[src/rtl/wds_pkg.sv]
`timescale 1ns/1ps
package wds_pkg;
  // Time-base select encoding on the mode port
  localparam logic [1:0] MODE_EXT   = 2'b00;
  localparam logic [1:0] MODE_SHORT = 2'b01;

  typedef enum logic {
    ST_HOLD = 1'b0,   // reset asserted (supply stretch or timeout pulse)
    ST_RUN  = 1'b1    // reset released, watchdog counting
  } sup_state_t;
endpackage

[src/rtl/wds_wdi_edge.sv]
`timescale 1ns/1ps
module wds_wdi_edge #(
  parameter int STAGES = 2
) (
  input  logic clk,
  input  logic rst,
  input  logic wdi,
  output logic edge_o
);
  logic [STAGES-1:0] sync_q;
  logic              last_q;

  generate
    if (STAGES == 1) begin : g_one
      always_ff @(posedge clk) begin
        if (rst) sync_q <= '0;
        else     sync_q <= wdi;
      end
    end else begin : g_chain
      always_ff @(posedge clk) begin
        if (rst) sync_q <= '0;
        else     sync_q <= {sync_q[STAGES-2:0], wdi};
      end
    end
  endgenerate

  always_ff @(posedge clk) begin
    if (rst) last_q <= 1'b0;
    else     last_q <= sync_q[STAGES-1];
  end

  assign edge_o = sync_q[STAGES-1] ^ last_q;
endmodule

[src/rtl/wds_tick.sv]
`timescale 1ns/1ps
module wds_tick #(
  parameter int PRESCALE = 4
) (
  input  logic clk,
  input  logic rst,
  input  logic use_ext,
  input  logic ext_tick,
  output logic tick_o
);
  logic int_tick;

  generate
    if (PRESCALE <= 1) begin : g_direct
      assign int_tick = 1'b1;
    end else begin : g_div
      localparam int PW = $clog2(PRESCALE);
      logic [PW-1:0] div_q;
      always_ff @(posedge clk) begin
        if (rst)                               div_q <= '0;
        else if (div_q == PW'(PRESCALE - 1))   div_q <= '0;
        else                                   div_q <= div_q + 1'b1;
      end
      assign int_tick = (div_q == PW'(PRESCALE - 1));
    end
  endgenerate

  assign tick_o = use_ext ? ext_tick : int_tick;
endmodule

[src/rtl/wds_core.sv]
`timescale 1ns/1ps
module wds_core
  import wds_pkg::*;
#(
  parameter int EXT_BASE = 1024,
  parameter int INT_UNIT = 64
) (
  input  logic       clk,
  input  logic       rst,
  input  logic       pwr_ok,
  input  logic       tick,
  input  logic       wdi_edge,
  input  logic       wd_en,
  input  logic [1:0] mode,
  output logic       in_reset,
  output logic       wd_ok
);
  localparam int EXT_MAX = 4 * EXT_BASE;
  localparam int INT_MAX = 16 * INT_UNIT;
  localparam int MAXC    = (EXT_MAX > INT_MAX) ? EXT_MAX : INT_MAX;
  localparam int CW      = $clog2(MAXC + 1);

  sup_state_t    state_q;
  logic [CW-1:0] cnt_q;
  logic          first_q;
  logic          wdo_q;
  logic [CW-1:0] rst_len, norm_win, long_win, win;

  always_comb begin
    if (mode == MODE_EXT) begin
      rst_len  = CW'(2 * EXT_BASE);
      norm_win = CW'(EXT_BASE);
      long_win = CW'(4 * EXT_BASE);
    end else if (mode == MODE_SHORT) begin
      rst_len  = CW'(2 * INT_UNIT);
      norm_win = CW'(INT_UNIT);
      long_win = CW'(16 * INT_UNIT);
    end else begin
      rst_len  = CW'(2 * INT_UNIT);
      norm_win = CW'(16 * INT_UNIT);
      long_win = CW'(16 * INT_UNIT);
    end
    win = first_q ? long_win : norm_win;
  end

  always_ff @(posedge clk) begin
    if (rst || !pwr_ok) begin
      state_q <= ST_HOLD;
      cnt_q   <= '0;
      first_q <= 1'b1;
      wdo_q   <= 1'b1;
    end else begin
      case (state_q)
        ST_HOLD: begin
          if (!wd_en || wdi_edge) wdo_q <= 1'b1;
          if (tick) begin
            if (cnt_q == rst_len - 1'b1) begin
              state_q <= ST_RUN;
              cnt_q   <= '0;
              first_q <= 1'b1;
            end else begin
              cnt_q <= cnt_q + 1'b1;
            end
          end
        end
        default: begin
          if (!wd_en) begin
            wdo_q <= 1'b1;
          end else if (wdi_edge) begin
            cnt_q   <= '0;
            first_q <= 1'b0;
            wdo_q   <= 1'b1;
          end else if (tick) begin
            if (cnt_q == win - 1'b1) begin
              state_q <= ST_HOLD;
              cnt_q   <= '0;
              wdo_q   <= 1'b0;
            end else begin
              cnt_q <= cnt_q + 1'b1;
            end
          end
        end
      endcase
    end
  end

  assign in_reset = (state_q == ST_HOLD);
  assign wd_ok    = wdo_q;
endmodule

[src/rtl/wd_supervisor.sv]
`timescale 1ns/1ps
module wd_supervisor
  import wds_pkg::*;
#(
  parameter int EXT_BASE    = 1024,
  parameter int INT_UNIT    = 64,
  parameter int PRESCALE    = 4,
  parameter int SYNC_STAGES = 2
) (
  input  logic       clk,
  input  logic       rst,
  input  logic       pwr_ok,
  input  logic       wdi,
  input  logic       wd_en,
  input  logic [1:0] mode,
  input  logic       ext_tick,
  input  logic       ce_in_n,
  output logic       rst_n_o,
  output logic       rst_o,
  output logic       wd_ok_o,
  output logic       ce_out_n
);
  logic tick, wdi_edge, in_reset;

  wds_wdi_edge #(.STAGES(SYNC_STAGES)) u_edge (
    .clk(clk), .rst(rst), .wdi(wdi), .edge_o(wdi_edge)
  );

  wds_tick #(.PRESCALE(PRESCALE)) u_tick (
    .clk(clk), .rst(rst), .use_ext(mode == MODE_EXT),
    .ext_tick(ext_tick), .tick_o(tick)
  );

  wds_core #(.EXT_BASE(EXT_BASE), .INT_UNIT(INT_UNIT)) u_core (
    .clk(clk), .rst(rst), .pwr_ok(pwr_ok), .tick(tick),
    .wdi_edge(wdi_edge), .wd_en(wd_en), .mode(mode),
    .in_reset(in_reset), .wd_ok(wd_ok_o)
  );

  always_ff @(posedge clk) begin
    if (rst || !pwr_ok) ce_out_n <= 1'b1;
    else                ce_out_n <= ce_in_n;
  end

  assign rst_n_o = !in_reset;
  assign rst_o   = in_reset;
endmodule

[config.mk]
export PLATFORM = sky130hd
export DESIGN_NAME = wd_supervisor
export DESIGN_NICKNAME = d
export VERILOG_FILES = /design/src/rtl/wds_pkg.sv /design/src/rtl/wds_wdi_edge.sv /design/src/rtl/wds_tick.sv /design/src/rtl/wds_core.sv /design/src/rtl/wd_supervisor.sv
export SDC_FILE = /design/constraint.sdc
export NUM_CORES = 1
export LEC_CHECK = 0
export ABC_CLOCK_PERIOD_IN_PS = 2340
export BUFFER_PORTS_ARGS = -buffer_cell sky130_fd_sc_hd__buf_4
export CORE_MARGIN = 2
export CORE_UTILIZATION = 45
export DETAILED_ROUTE_END_ITERATION = 6
export GPL_TIMING_DRIVEN = 0
export PLACE_DENSITY = 0.74
export SLEW_MARGIN = 20
export SYNTH_ARGS = -nofsm -noshare
export SYNTH_HDL_FRONTEND = slang
export SYNTH_SLANG_ARGS = --single-unit
[constraint.sdc]
create_clock -name clk -period 2.34 [get_ports clk]
set_input_delay 0.351 -clock clk [delete_from_list [all_inputs] [get_ports clk]]
set_output_delay 0.351 -clock clk [all_outputs]
set_load 0.05 [all_outputs]
==> flow_summary.yaml <==
setup_path:
  start_kind: "register"
  cp_top_family: "simple AND/OR/NAND/NOR gates"
  worst-setup-path-type: "reg2reg"
  end_kind: "register"
  r2r_setup_slack_ns: 0.39
  arrival_ns: 2.17
  cpPeakStageDelay_ns: 0.48
  r2r_cells: 5
  worstPathCellList: "and4_1 > mux2i_1 > a311o_1 > or3_1 > a211o_1"
  rr_endpoint: "u_core.wd_ok"
  reg2reg_from: "u_core.cnt_q[7]"
  slowest_stage: "dfxtp_1"
  cp_max_fo: 7
  crit_required_ns: 2.56
  cp_num_buf_inv: 0
drt:
  totalWireLength_um: 2190
  remaining_drc_errors: 0
  viasPerCell: 5.51
  antenna_left: 0
  vias: 976
  drt_iter0_markers: 26
  drt-pass1-iter-count: 4
  wl_per_cell_um: 12.4
cells_and_area:
  final-seq-area_um2: 440
  stdcell_count: 177
  nets: 159
  antennaDiodeCount: 0
  fin_util_pct: 53.8
  final_common_cell: "dfxtp_1"
  drive_above_1_share_pct: 15.6
  layout_common_cells: "dfxtp_1 (22), a21oi_1 (15), buf_4 (13)"
  area_growth_pct: 14.3
  fin_area_um2: 1310
  fillers: 225
  multiInputGateArea_um2: 659
die:
  io_pins: 13
  core-area_um2: 2430
  fp.dieW_um: 54.4
  fp.dieArea_um2: 2960
  placementRows: 18
  die_y_um: 54.4
  initial_core_util_pct: 47.0
hold_path:
  whs_path_depth: 2
  hp-start: "ce_in_n"
  min_path_type: "in2reg"
  hold_path_end: "ce_out_n"
synth:
  synth_seq_cells: 22
  synth-seq-area-share_pct: 38.5
  synth_edf_count: 0
  ys_warn_count: 0
  synth_top_flop_cell: "dfxtp_1"
  syn_area_um2: 1140
  netlist_instances: 131
  synthArstFlopShare_pct: 0
  yosysUniqueCellTypes: 39
  postSynthNetCount: 142
  avgSynthCellArea_um2: 8.73
placed_design:
  placed_cell_area_um2: 1270
  dp.cells: 173
  gp_congestion: 0.912
  hpwl_um: 1650
  port_buffers: 12
outcome:
  status: "finished clean"
grt:
  antenna_found_initial: 0
  grt_overflow: 0
  track_usage_pct: 18.2
  grt_max_degree: 13
  grt_pass1_wl_um: 3820
  grt_pass1_vias: 865
cts:
  cts_sinks: 22
  insertion_delay_ns: 0.31
  cts_made_buffers: 3
  cts_max_path_buffers: 2
  cts_tree: "done"
  clkSlewWorstSetupHoldPaths_ns: 0.13
  clockRootBuffer: "clkbuf_4"
  cts_max_level: 1
  cts_resized: 0
  postCtsSetupBuffers: 0
  hold_buffers: 0
power:
  power.density_nw_per_um2: 503
  power_leakage_nw: 0.441
  ir_worst_vdd_v: 0.000436
flow_run:
  max_cap_viol_count: 0
sta:
  finalSetupViolations: 0
  drv_slew: 0
  rsz0062_at_grt: "no"
  max_freq_mhz: 513
  setup_tns_ns: 0
  finClkSkew_ns: 0.00934
  max_slew.worst_pin.slew_ns: 0.383
  slew_headroom_pct: 74.5
  fin_crit_sh_pct: 83.3
  period_needed_ns: 1.95
  finalHoldViolations: 0
[area by class of cell]
class,count,share of cell area [%]
repair buffers,12,6.89
plain buffers,6,2.78
clock buffers,4,2.78
well taps,30,2.87
flip-flops and latches,22,33.7
inverters,2,0.574
multi-input cells,101,50.4
[cell usage after synthesis (all sizes together), types with 2 or more instances]
library cell / instances / area, µm²
and4: 3 / 26.3
a31oi: 2 / 12.5
nor2: 8 / 30.0
clkbuf: 2 / 7.51
nor2b: 5 / 31.3
o21a: 2 / 15.0
mux2i: 2 / 20.0
or2: 2 / 12.5
inv: 2 / 7.51
buf: 4 / 28.8
nor3: 9 / 45.0
nand4: 2 / 12.5
a21oi: 15 / 75.1
nand2b: 4 / 25.0
nand2: 8 / 30.0
nor4: 3 / 25.0
nand3: 4 / 20.0
dfxtp: 22 / 440
nor3b: 4 / 30.0
xnor2: 12 / 105
ha: 2 / 25.0
[power by group]
group / internal [W] / switching [W] / leakage [nW] / total [W]
clock: 0.0000950 / 0.000115 / 0.0210 / 0.000210
combinational: 0.0000271 / 0.0000318 / 0.241 / 0.0000589
sequential: 0.000384 / 0.00000503 / 0.179 / 0.000389
[metal layers]
metal / global-route usage [%] / up-vias / wire [µm]
li1: - / 506 / -
met1: 22.9 / 446 / 1070
met2: 29.1 / 19 / 983
met3: 4.10 / 5 / 92
met4: 8.75 / 0 / 45
met5: 0 / - / 0
[sequential cells by signal, summed over array words and instances (netlist names)]
signal              count
ce_out_n                1
u_core.wd_ok            1
u_core.state_q          1
u_edge.sync_q           2
u_edge.last_q           1
u_core.first_q          1
u_tick.g_div.div_q      2
u_core.cnt_q           13
[logic make-up (layout without fill, tap and decap cells)]
kind of cell	Yosys count	after routing	share of synthesized area, %
DFF	22	22	38.5
xor gates and xnor gates	13	13	9.96
muxes	2	2	1.75
buffers and inverters	8	24	3.83
and+or+nand+nor	57	57	29.1
AOI/OAI and AO/OA	27	27	14.7
adders and majority gates	2	2	2.19
[worst reg2reg max path, delay by kind of cell (launching register included)]
kind,cells,cell delay [ns]
compound gates,2,0.62
flops,1,0.48
mux,1,0.09
simple gates,2,0.67
[worst max-delay path by stage]
| stage | from | to | depth (start not counted) |
|---|---|---|---|
| final | u_core.cnt_q[7] | u_core.wd_ok | 5 |
| after global routing | u_core.cnt_q[7] | u_core.cnt_q[9] | 6 |
| after CTS | u_core.cnt_q[6] | u_core.wd_ok | 6 |
| after detailed placement | mode[1] | u_core.wd_ok | 6 |
| after global placement | mode[1] | u_core.wd_ok | 6 |
| after floorplan | u_core.state_q | u_core.wd_ok | 3 |
[through the flow]
step	hold slack [ns]	total power, W	worst slack [ns]
after global routing	0.221	0.000695	0.163
after detailed placement	0.418	0.000456	0.310
final	0.212	0.000658	0.390
after global placement	0.413	0.000454	0.333
after floorplan	0.403	0.000433	0.341
after CTS	0.207	0.000664	0.389
No activity file was read; power rests on OpenSTA's default activity.
